<file path="src/rtl/segflt_pkg.sv">
package segflt_pkg;

  localparam int VA_W = 32;

  // privilege levels
  localparam logic [1:0] LVL_KERNEL = 2'd0;
  localparam logic [1:0] LVL_SUPER  = 2'd1;
  localparam logic [1:0] LVL_USER   = 2'd2;

  typedef enum logic [1:0] {
    ROUTE_DIRECT = 2'd0,
    ROUTE_LOOKUP = 2'd1,
    ROUTE_REFUSE = 2'd2
  } route_e;

  typedef enum logic [1:0] {
    ACC_LOAD  = 2'd0,
    ACC_STORE = 2'd1,
    ACC_FETCH = 2'd2,
    ACC_SPARE = 2'd3
  } access_e;

  typedef enum logic [2:0] {
    RES_OK      = 3'd0,
    RES_REFUSED = 3'd1,
    RES_NOENTRY = 3'd2,
    RES_NOTVAL  = 3'd3,
    RES_CLEAN   = 3'd4,
    RES_RDINH   = 3'd5,
    RES_EXINH   = 3'd6,
    RES_SPARE   = 3'd7
  } result_e;

  typedef enum logic [2:0] {
    EXC_ADDR_LD = 3'd0,
    EXC_ADDR_ST = 3'd1,
    EXC_PT_LD   = 3'd2,
    EXC_PT_ST   = 3'd3,
    EXC_MODIFY  = 3'd4,
    EXC_RD_INH  = 3'd5,
    EXC_EX_INH  = 3'd6
  } exc_e;

endpackage

</file>
<file path="src/rtl/seg_decode.sv">
module seg_decode
  import segflt_pkg::*;
(
  input  logic [VA_W-1:0] vaddr,
  input  logic [1:0]      mode,
  input  logic            err_level,
  output route_e          route,
  output logic [VA_W-1:0] addr
);

  localparam int SEG_W = 3;
  localparam int OFS_W = VA_W - SEG_W;

  logic lvl_kernel;
  logic lvl_super;

  assign lvl_super  = (mode == LVL_SUPER);
  assign lvl_kernel = (mode != LVL_SUPER) && (mode != LVL_USER);

  always_comb begin
    route = ROUTE_REFUSE;
    addr  = '0;
    if (!vaddr[VA_W-1]) begin
      // low half: open to all levels
      addr  = vaddr;
      route = err_level ? ROUTE_DIRECT : ROUTE_LOOKUP;
    end else begin
      unique case (vaddr[VA_W-1 -: SEG_W])
        3'b100, 3'b101: begin
          if (lvl_kernel) begin
            route = ROUTE_DIRECT;
            addr  = {{SEG_W{1'b0}}, vaddr[OFS_W-1:0]};
          end
        end
        3'b110: begin
          if (lvl_kernel || lvl_super) begin
            route = ROUTE_LOOKUP;
            addr  = vaddr;
          end
        end
        default: begin
          if (lvl_kernel) begin
            route = ROUTE_LOOKUP;
            addr  = vaddr;
          end
        end
      endcase
    end
  end

endmodule

</file>
<file path="src/rtl/fault_classify.sv">
module fault_classify
  import segflt_pkg::*;
(
  input  logic [2:0] result,
  input  logic [1:0] access,
  input  logic       inh_en,
  output exc_e       code,
  output logic       refill,
  output logic       fetch_na
);

  logic is_store;

  assign is_store = (access == ACC_STORE);
  assign fetch_na = (access == ACC_FETCH);

  always_comb begin
    refill = 1'b0;
    unique case (result)
      RES_NOENTRY: begin
        code   = is_store ? EXC_PT_ST : EXC_PT_LD;
        refill = 1'b1;
      end
      RES_NOTVAL:  code = is_store ? EXC_PT_ST : EXC_PT_LD;
      RES_CLEAN:   code = EXC_MODIFY;
      RES_RDINH:   code = inh_en ? EXC_RD_INH : EXC_PT_LD;
      RES_EXINH:   code = inh_en ? EXC_EX_INH : EXC_PT_LD;
      default:     code = is_store ? EXC_ADDR_ST : EXC_ADDR_LD;
    endcase
  end

endmodule

</file>
<file path="src/rtl/fault_regs.sv">
module fault_regs
  import segflt_pkg::*;
#(
  parameter int ID_W    = 8,
  parameter int VPN_LSB = 13,
  parameter int CTX_LSB = 4
) (
  input  logic                       clk,
  input  logic                       rst_n,
  input  logic                       capture,
  input  logic [VA_W-1:0]            vaddr,
  input  logic                       sw_wr,
  input  logic [VPN_LSB-CTX_LSB-1:0] sw_ctx_hi,
  input  logic [ID_W-1:0]            sw_id,
  output logic [VA_W-1:0]            bad_vaddr,
  output logic [VA_W-1:0]            ctx_reg,
  output logic [VA_W-1:0]            entry_hi
);

  localparam int VPN_W    = VA_W - VPN_LSB;
  localparam int CTX_HI_W = VPN_LSB - CTX_LSB;

  logic [VA_W-1:0] bad_q, bad_n;
  logic [VA_W-1:0] ctx_q, ctx_n;
  logic [VA_W-1:0] eh_q,  eh_n;
  logic            bad_en, ctx_en, eh_en;

  assign bad_en = capture;
  assign ctx_en = capture || sw_wr;
  assign eh_en  = capture || sw_wr;

  always_comb begin
    bad_n = vaddr;
    ctx_n = ctx_q;
    eh_n  = eh_q;
    if (capture) begin
      ctx_n[CTX_LSB +: VPN_W] = vaddr[VA_W-1:VPN_LSB];
      eh_n                    = {vaddr[VA_W-1:VPN_LSB], {VPN_LSB{1'b0}}};
      eh_n[ID_W-1:0]          = eh_q[ID_W-1:0];
    end else if (sw_wr) begin
      ctx_n[VA_W-1 -: CTX_HI_W] = sw_ctx_hi;
      eh_n[ID_W-1:0]            = sw_id;
    end
  end

  always_ff @(posedge clk or negedge rst_n) begin
    if (!rst_n) begin
      bad_q <= '0;
      ctx_q <= '0;
      eh_q  <= '0;
    end else begin
      if (bad_en) bad_q <= bad_n;
      if (ctx_en) ctx_q <= ctx_n;
      if (eh_en)  eh_q  <= eh_n;
    end
  end

  assign bad_vaddr = bad_q;
  assign ctx_reg   = ctx_q;
  assign entry_hi  = eh_q;

  // with neither a fault nor a write, all three registers hold
  p_idle_hold_r12: assert property (@(posedge clk) disable iff (!rst_n)
    (!capture && !sw_wr) |=> ($stable(bad_q) && $stable(ctx_q) && $stable(eh_q)));

  // a recorded fault keeps the high context field and low bits
  p_ctx_kept_r10: assert property (@(posedge clk) disable iff (!rst_n)
    capture |=> (ctx_q[VA_W-1 -: CTX_HI_W] == $past(ctx_q[VA_W-1 -: CTX_HI_W]))
                && (ctx_q[CTX_LSB-1:0] == $past(ctx_q[CTX_LSB-1:0])));

  // the identifier field survives a fault
  p_id_kept_r11: assert property (@(posedge clk) disable iff (!rst_n)
    capture |=> (eh_q[ID_W-1:0] == $past(eh_q[ID_W-1:0])));

  // a software write alone leaves the faulting address alone
  p_sw_no_bad_r13: assert property (@(posedge clk) disable iff (!rst_n)
    (sw_wr && !capture) |=> $stable(bad_q));

endmodule

</file>
<file path="src/rtl/seg_fault_unit.sv">
module seg_fault_unit
  import segflt_pkg::*;
#(
  parameter int ID_W    = 8,
  parameter int VPN_LSB = 13,
  parameter int CTX_LSB = 4
) (
  input  logic                       clk,
  input  logic                       rst_n,
  input  logic                       req_valid,
  input  logic [31:0]                req_vaddr,
  input  logic [1:0]                 req_mode,
  input  logic                       req_err_level,
  output logic                       rsp_valid,
  output logic [1:0]                 rsp_route,
  output logic [31:0]                rsp_addr,
  input  logic                       flt_valid,
  input  logic [2:0]                 flt_result,
  input  logic [31:0]                flt_vaddr,
  input  logic [1:0]                 flt_access,
  input  logic                       inhibit_exc_en,
  input  logic                       sw_wr,
  input  logic [VPN_LSB-CTX_LSB-1:0] sw_ctx_hi,
  input  logic [ID_W-1:0]            sw_id,
  output logic                       exc_valid,
  output logic [2:0]                 exc_code,
  output logic                       exc_refill,
  output logic                       exc_fetch_na,
  output logic [31:0]                bad_vaddr,
  output logic [31:0]                ctx_reg,
  output logic [31:0]                entry_hi
);

  localparam int RST_STAGES = 2;

  // asynchronous assert, synchronous release
  logic [RST_STAGES-1:0] rst_pipe;
  logic                  core_rst_n;

  always_ff @(posedge clk or negedge rst_n) begin
    if (!rst_n) rst_pipe <= '0;
    else        rst_pipe <= {rst_pipe[RST_STAGES-2:0], 1'b1};
  end
  assign core_rst_n = rst_pipe[RST_STAGES-1];

  // segment routing
  route_e          seg_route;
  logic [VA_W-1:0] seg_addr;

  seg_decode u_seg (
    .vaddr     (req_vaddr),
    .mode      (req_mode),
    .err_level (req_err_level),
    .route     (seg_route),
    .addr      (seg_addr)
  );

  route_e          route_q, route_n;
  logic [VA_W-1:0] addr_q,  addr_n;
  logic            rv_q,    rv_n;
  logic            rsp_en;

  assign rsp_en = req_valid;

  always_comb begin
    rv_n    = req_valid;
    route_n = seg_route;
    addr_n  = seg_addr;
  end

  always_ff @(posedge clk or negedge core_rst_n) begin
    if (!core_rst_n) begin
      rv_q    <= 1'b0;
      route_q <= ROUTE_DIRECT;
      addr_q  <= '0;
    end else begin
      rv_q <= rv_n;
      if (rsp_en) begin
        route_q <= route_n;
        addr_q  <= addr_n;
      end
    end
  end

  assign rsp_valid = rv_q;
  assign rsp_route = route_q;
  assign rsp_addr  = addr_q;

  // fault classification
  exc_e cls_code;
  logic cls_refill;
  logic cls_fetch;
  logic capture;

  assign capture = flt_valid && (flt_result != RES_OK);

  fault_classify u_cls (
    .result   (flt_result),
    .access   (flt_access),
    .inh_en   (inhibit_exc_en),
    .code     (cls_code),
    .refill   (cls_refill),
    .fetch_na (cls_fetch)
  );

  exc_e code_q,   code_n;
  logic refill_q, refill_n;
  logic fetch_q,  fetch_n;
  logic ev_q,     ev_n;

  always_comb begin
    ev_n     = capture;
    code_n   = cls_code;
    refill_n = cls_refill;
    fetch_n  = cls_fetch;
  end

  always_ff @(posedge clk or negedge core_rst_n) begin
    if (!core_rst_n) begin
      ev_q     <= 1'b0;
      code_q   <= EXC_ADDR_LD;
      refill_q <= 1'b0;
      fetch_q  <= 1'b0;
    end else begin
      ev_q <= ev_n;
      if (capture) begin
        code_q   <= code_n;
        refill_q <= refill_n;
        fetch_q  <= fetch_n;
      end
    end
  end

  assign exc_valid    = ev_q;
  assign exc_code     = code_q;
  assign exc_refill   = refill_q;
  assign exc_fetch_na = fetch_q;

  fault_regs #(
    .ID_W    (ID_W),
    .VPN_LSB (VPN_LSB),
    .CTX_LSB (CTX_LSB)
  ) u_regs (
    .clk       (clk),
    .rst_n     (core_rst_n),
    .capture   (capture),
    .vaddr     (flt_vaddr),
    .sw_wr     (sw_wr),
    .sw_ctx_hi (sw_ctx_hi),
    .sw_id     (sw_id),
    .bad_vaddr (bad_vaddr),
    .ctx_reg   (ctx_reg),
    .entry_hi  (entry_hi)
  );

  // response strobe tracks the request one cycle later
  p_rsp_follows_r5: assert property (@(posedge clk) disable iff (!core_rst_n)
    req_valid |=> rsp_valid);
  p_rsp_quiet_r5: assert property (@(posedge clk) disable iff (!core_rst_n)
    !req_valid |=> (!rsp_valid && $stable(rsp_addr) && $stable(rsp_route)));

  // user level never reaches the upper half
  p_user_refused_r4: assert property (@(posedge clk) disable iff (!core_rst_n)
    (req_valid && req_mode == LVL_USER && req_vaddr[31]) |=> (rsp_route == ROUTE_REFUSE));

  // refused answers carry no address
  p_refuse_zero_r2: assert property (@(posedge clk) disable iff (!core_rst_n)
    (rsp_valid && rsp_route == ROUTE_REFUSE) |-> (rsp_addr == '0));

  // the refill flag only accompanies page-table load/store kinds
  p_refill_kind_r7: assert property (@(posedge clk) disable iff (!core_rst_n)
    (exc_valid && exc_refill) |-> (exc_code == EXC_PT_LD || exc_code == EXC_PT_ST));

  // a success result raises nothing
  p_ok_silent_r12: assert property (@(posedge clk) disable iff (!core_rst_n)
    (!flt_valid || flt_result == RES_OK) |=> !exc_valid);

  // page-number fields of context and entry-high agree with the address
  p_vpn_agree_r10: assert property (@(posedge clk) disable iff (!core_rst_n)
    exc_valid |-> (ctx_reg[CTX_LSB +: VA_W-VPN_LSB] == bad_vaddr[VA_W-1:VPN_LSB])
                  && (entry_hi[VA_W-1:VPN_LSB] == bad_vaddr[VA_W-1:VPN_LSB]));
  p_eh_gap_r11: assert property (@(posedge clk) disable iff (!core_rst_n)
    exc_valid |-> (entry_hi[VPN_LSB-1:ID_W] == '0));

  // instruction-not-available only with a fetch
  p_fetch_flag_r9: assert property (@(posedge clk) disable iff (!core_rst_n)
    (flt_valid && flt_result != RES_OK) |=> (exc_fetch_na == $past(flt_access == ACC_FETCH)));

endmodule

</file>
<file path="config.mk">
export PLATFORM = sky130hd
export DESIGN_NAME = seg_fault_unit
export DESIGN_NICKNAME = d
export VERILOG_FILES = /design/src/rtl/segflt_pkg.sv /design/src/rtl/seg_decode.sv /design/src/rtl/fault_classify.sv /design/src/rtl/fault_regs.sv /design/src/rtl/seg_fault_unit.sv
export SDC_FILE = /design/constraint.sdc
export NUM_CORES = 1
export LEC_CHECK = 0
export BUFFER_PORTS_ARGS = -buffer_cell sky130_fd_sc_hd__buf_2
export CELL_PAD_IN_SITES_DETAIL_PLACEMENT = 2
export CELL_PAD_IN_SITES_GLOBAL_PLACEMENT = 2
export CORE_UTILIZATION = 27
export DETAILED_ROUTE_END_ITERATION = 12
export PLACE_DENSITY = 0.79
export SLEW_MARGIN = 20
export SYNTH_ARGS = -nofsm -noshare
export SYNTH_HDL_FRONTEND = slang
export SYNTH_SLANG_ARGS = --single-unit
</file>
<file path="constraint.sdc">
create_clock -name clk -period 7 [get_ports clk]
set_clock_uncertainty 0.2 [all_clocks]
set_input_delay 0.35 -clock clk [delete_from_list [all_inputs] [get_ports clk]]
set_output_delay 0.35 -clock clk [all_outputs]
set_load 0.05 [all_outputs]
</file>
==> flow_metrics.env <==
export IMPL_drt_wl_total_um=14400
export IMPL_dp_cells=850
export IMPL_worst_slack_ns=4.72
export IMPL_hold_depth=3
export IMPL_clock_latency_ns=0.34
export IMPL_rrSetupSlack_ns=5.19
export IMPL_rsz0062_at_grt="false"
export IMPL_finalPower_mw=1.86
export IMPL_synth_top_cell_by_area="dfrtp_1"
export IMPL_initial_utilization_pct=27.9
export IMPL_cap_violations=0
export IMPL_slew_violations=0
export IMPL_status="finished clean"
export IMPL_crit_path_frequent_cell="nand2_1"
export IMPL_finalCriticalPeriod_ns=2.28
export IMPL_drt_first_pass_iters=4
export IMPL_hold_class="in -> reg"
export IMPL_drtIter0Drc=104
export IMPL_antenna_found_initial=0
export IMPL_core_area_sq_mm=0.0161
export IMPL_syn_inst=447
export IMPL_dp_worst_setup_slack_ns=4.30
export IMPL_antenna_left=0
export IMPL_final_hold_viol_count=0
export IMPL_setup_violations=0
export IMPL_ir_drop_mv=0.101
export IMPL_grt_max_degree=68
export IMPL_cp_required_ns=7.03
export IMPL_cts_made_buffers=9
export IMPL_synth_compound_area_share_pct=6.76
export IMPL_cp_max_fo=42
export IMPL_drive_gt1_share_pct=38.7
export IMPL_area_growth_pct=35.6
export IMPL_power_density_mw_per_mm2=305
export IMPL_root_buffer="clkbuf_16"
export IMPL_synthDistinctLibCells=34
export IMPL_maxSlewHeadroom_pct=50.5
export IMPL_worstPathArrival_ns=2.31
export IMPL_place_gp_congestion=0.777
export IMPL_period_share_pct=32.5
export IMPL_synth_top_family_by_area="simple AND/OR/NAND/NOR gates"
export IMPL_path_class="in -> reg"
export IMPL_synth_seq_cells=111
export IMPL_fp_dieH_um=131
export IMPL_fmax_mhz=439
export IMPL_r2r_cells=1
export IMPL_route_detailed_drc=0
export IMPL_hp_start="flt_vaddr[8]"
export IMPL_fin_area_sq_mm=0.00608
export IMPL_clk_pin_slew_ns=0.08
export IMPL_post_synth_cell_area_avg_sq_um=10.0
export IMPL_clock_sinks=111
export IMPL_yosys_area_share_adder_pct=0.503
export IMPL_die_w_um=131
export IMPL_worst_pin_slew_ns=0.742
export IMPL_grt_remaining_overflow=0
export IMPL_cts_tree="yes"
export IMPL_p_leak_nw=3.35
export IMPL_port_buffers=222
export IMPL_slowest_stage="o31ai_4"
export IMPL_std_cell_rows=46
export IMPL_hold_end="u_regs.bad_vaddr[8]"
export IMPL_dp_hpwl_um=10800
export IMPL_synth_xor_area_share_pct=0
export IMPL_ys_warnings_count=0
export IMPL_crit_reg2reg_capture="u_regs.ctx_reg[23]"
export IMPL_startpoint="flt_result[1]"
export IMPL_placed_cell_area_sq_mm=0.00566
export IMPL_worstPathCellList="buf_2 > o31ai_4 > buf_4 > inv_2 > nand2_1 > nand2_1"
export IMPL_critPathLaunchType="input port"
export IMPL_timing_setup_tns_ns=0
export IMPL_clock_path_buffers=2
export IMPL_dr_total_vias=3867
export IMPL_layout_nets=752
export IMPL_synthTopCellsByArea="dfrtp_1 62%, nand2_1 14%, buf_4 4.7%"
export IMPL_instances_no_fill=878
export IMPL_die_area_sq_mm=0.0171
export IMPL_htreeDepth=3
export IMPL_max_stage_delay_ns=0.55
export IMPL_grt_pass1_vias=4307
export IMPL_wire_per_inst_um=16.4
export IMPL_worstReg2RegStart="rst_pipe[1]"
export IMPL_synth_area_mux_share_pct=4.75
export IMPL_worstSetupEndpointType="register"
export IMPL_pin_count=232
export IMPL_avgViaCountPerCell=4.40
export IMPL_yosys_area_share_simple_pct=16.5
export IMPL_grt_first_pass_wirelength_um=21600
export IMPL_grt_usage_pct=16.7
export IMPL_fill_cells=1835
export IMPL_yosysTopAreaCellShare_pct=62.0
export IMPL_synthesis_area_sq_mm=0.00448
export IMPL_ys_seq_area_share_pct=62.0
[cell type report]
| class | instances | area (sq um) | area share, % |
|---|---|---|---|
| multi-input combinational | 261 | 1330 | 21.8 |
| clock buffer | 11 | 243 | 3.99 |
| inverter | 36 | 135 | 2.22 |
| sequential | 111 | 2780 | 45.8 |
| antenna | 1 | 2.50 | 0.0412 |
| tap | 216 | 270 | 4.45 |
| clock inverter | 5 | 56.3 | 0.926 |
| timing repair buffer | 237 | 1260 | 20.8 |
[metrics by stage]
stage	util (%)	hold slack (ns)
finish	37.8	0.0131
detailed placement	35.3	-0.0637
CTS	37.8	0.0000412
global route	37.8	0.0172
global placement	35.1	-0.0659
floorplan	-	-0.146
[power by group]
part	switching [mW]	total, mW	internal (mW)	leakage, nW
Clock	0.237	0.525	0.288	0.146
Combinational	0.441	0.567	0.126	1.85
Sequential	0.0499	0.763	0.713	1.36
[repair_timing]
action,4_1_cts,5_1_grt
hold buffers,11,0
buffers inserted,0,0
resized for setup,0,0
hold endpoints to repair,12,0
[cells by family (layout without fill, tap and decap cells)]
group	Yosys count	count (layout)
AND/OR/NAND/NOR	184	184
adder cells (fa/ha/maj)	2	2
AO/OA/AOI/OAI	46	46
flip-flops	111	111
buffers and inverters	83	289
other	2	11
multiplexers	19	19
[critical path, delay by kind of cell]
kind / cells / cell delay [ns]
buffers and inverters: 3 / 1.06
AND/OR/NAND/NOR: 2 / 0.29
AO/OA/AOI/OAI: 1 / 0.55
[layout by cell type, fill, tap and decap left out, types with 2 or more instances in the layout]
cell,Yosys,layout
inv_1,35,35
a21oi_1,3,3
nand2_1,168,168
buf_2,1,221
nor2_1,4,4
mux2_2,8,8
mux2_1,10,10
o22ai_1,30,30
dfrtp_1,111,110
and3b_1,2,2
buf_6,0,2
clkinv_2,0,2
buf_4,28,3
nand2b_1,3,3
conb_1,2,10
clkbuf_16,0,9
o21ai_0,5,5
dlygate4sd3_1,0,11
[synthesized netlist by cell type]
| cell type | n |
|---|---|
| a21o_1 | 1 |
| buf_2 | 1 |
| a31oi_1 | 1 |
| ha_1 | 1 |
| nor3b_1 | 1 |
| a41oi_1 | 1 |
| a31o_2 | 1 |
| mux2_1 | 10 |
| or3b_2 | 1 |
| nand2b_1 | 3 |
| maj3_1 | 1 |
| nand4_1 | 1 |
| clkbuf_1 | 18 |
| inv_2 | 1 |
| mux2_2 | 8 |
| and3b_1 | 2 |
| o31ai_4 | 1 |
| nand2_1 | 168 |
| nor2_1 | 4 |
| a21boi_0 | 1 |
| nor4bb_1 | 1 |
| o21a_1 | 1 |
| nand3b_1 | 1 |
| o22ai_1 | 30 |
| mux2i_1 | 1 |
| nand2_4 | 1 |
| conb_1 | 2 |
| a211oi_1 | 1 |
| o21ai_0 | 5 |
| nor2b_1 | 1 |
| inv_1 | 35 |
| a21oi_1 | 3 |
| dfrtp_1 | 111 |
| buf_4 | 28 |
[routing by layer]
metal  vias up  routed length [um]  share of wire (%)  global-route usage [%]
met5         -                   0                  0                       0
li1       1793                   -                  -                       -
met2       122                8260                 57                    32.8
met4         0                 265                1.8                    7.44
met3        18                 666                4.6                    2.97
met1      1934                5240                 36                    17.0
[how the worst max path moves through the flow]
| stage | to | slack, ns | depth (start not counted) |
|---|---|---|---|
| 6_report | u_regs.bad_vaddr[23] | 4.72 | 6 |
| 5_1_grt | u_regs.bad_vaddr[17] | 4.51 | 6 |
| 4_1_cts | u_regs.bad_vaddr[17] | 4.67 | 6 |
| 3_5_place_dp | exc_code[0] | 4.30 | 6 |
| 3_3_place_gp | exc_code[0] | 4.44 | 6 |
| 2_1_floorplan | exc_code[0] | 3.48 | 0 |
No activity file was read; power rests on OpenSTA's default activity.
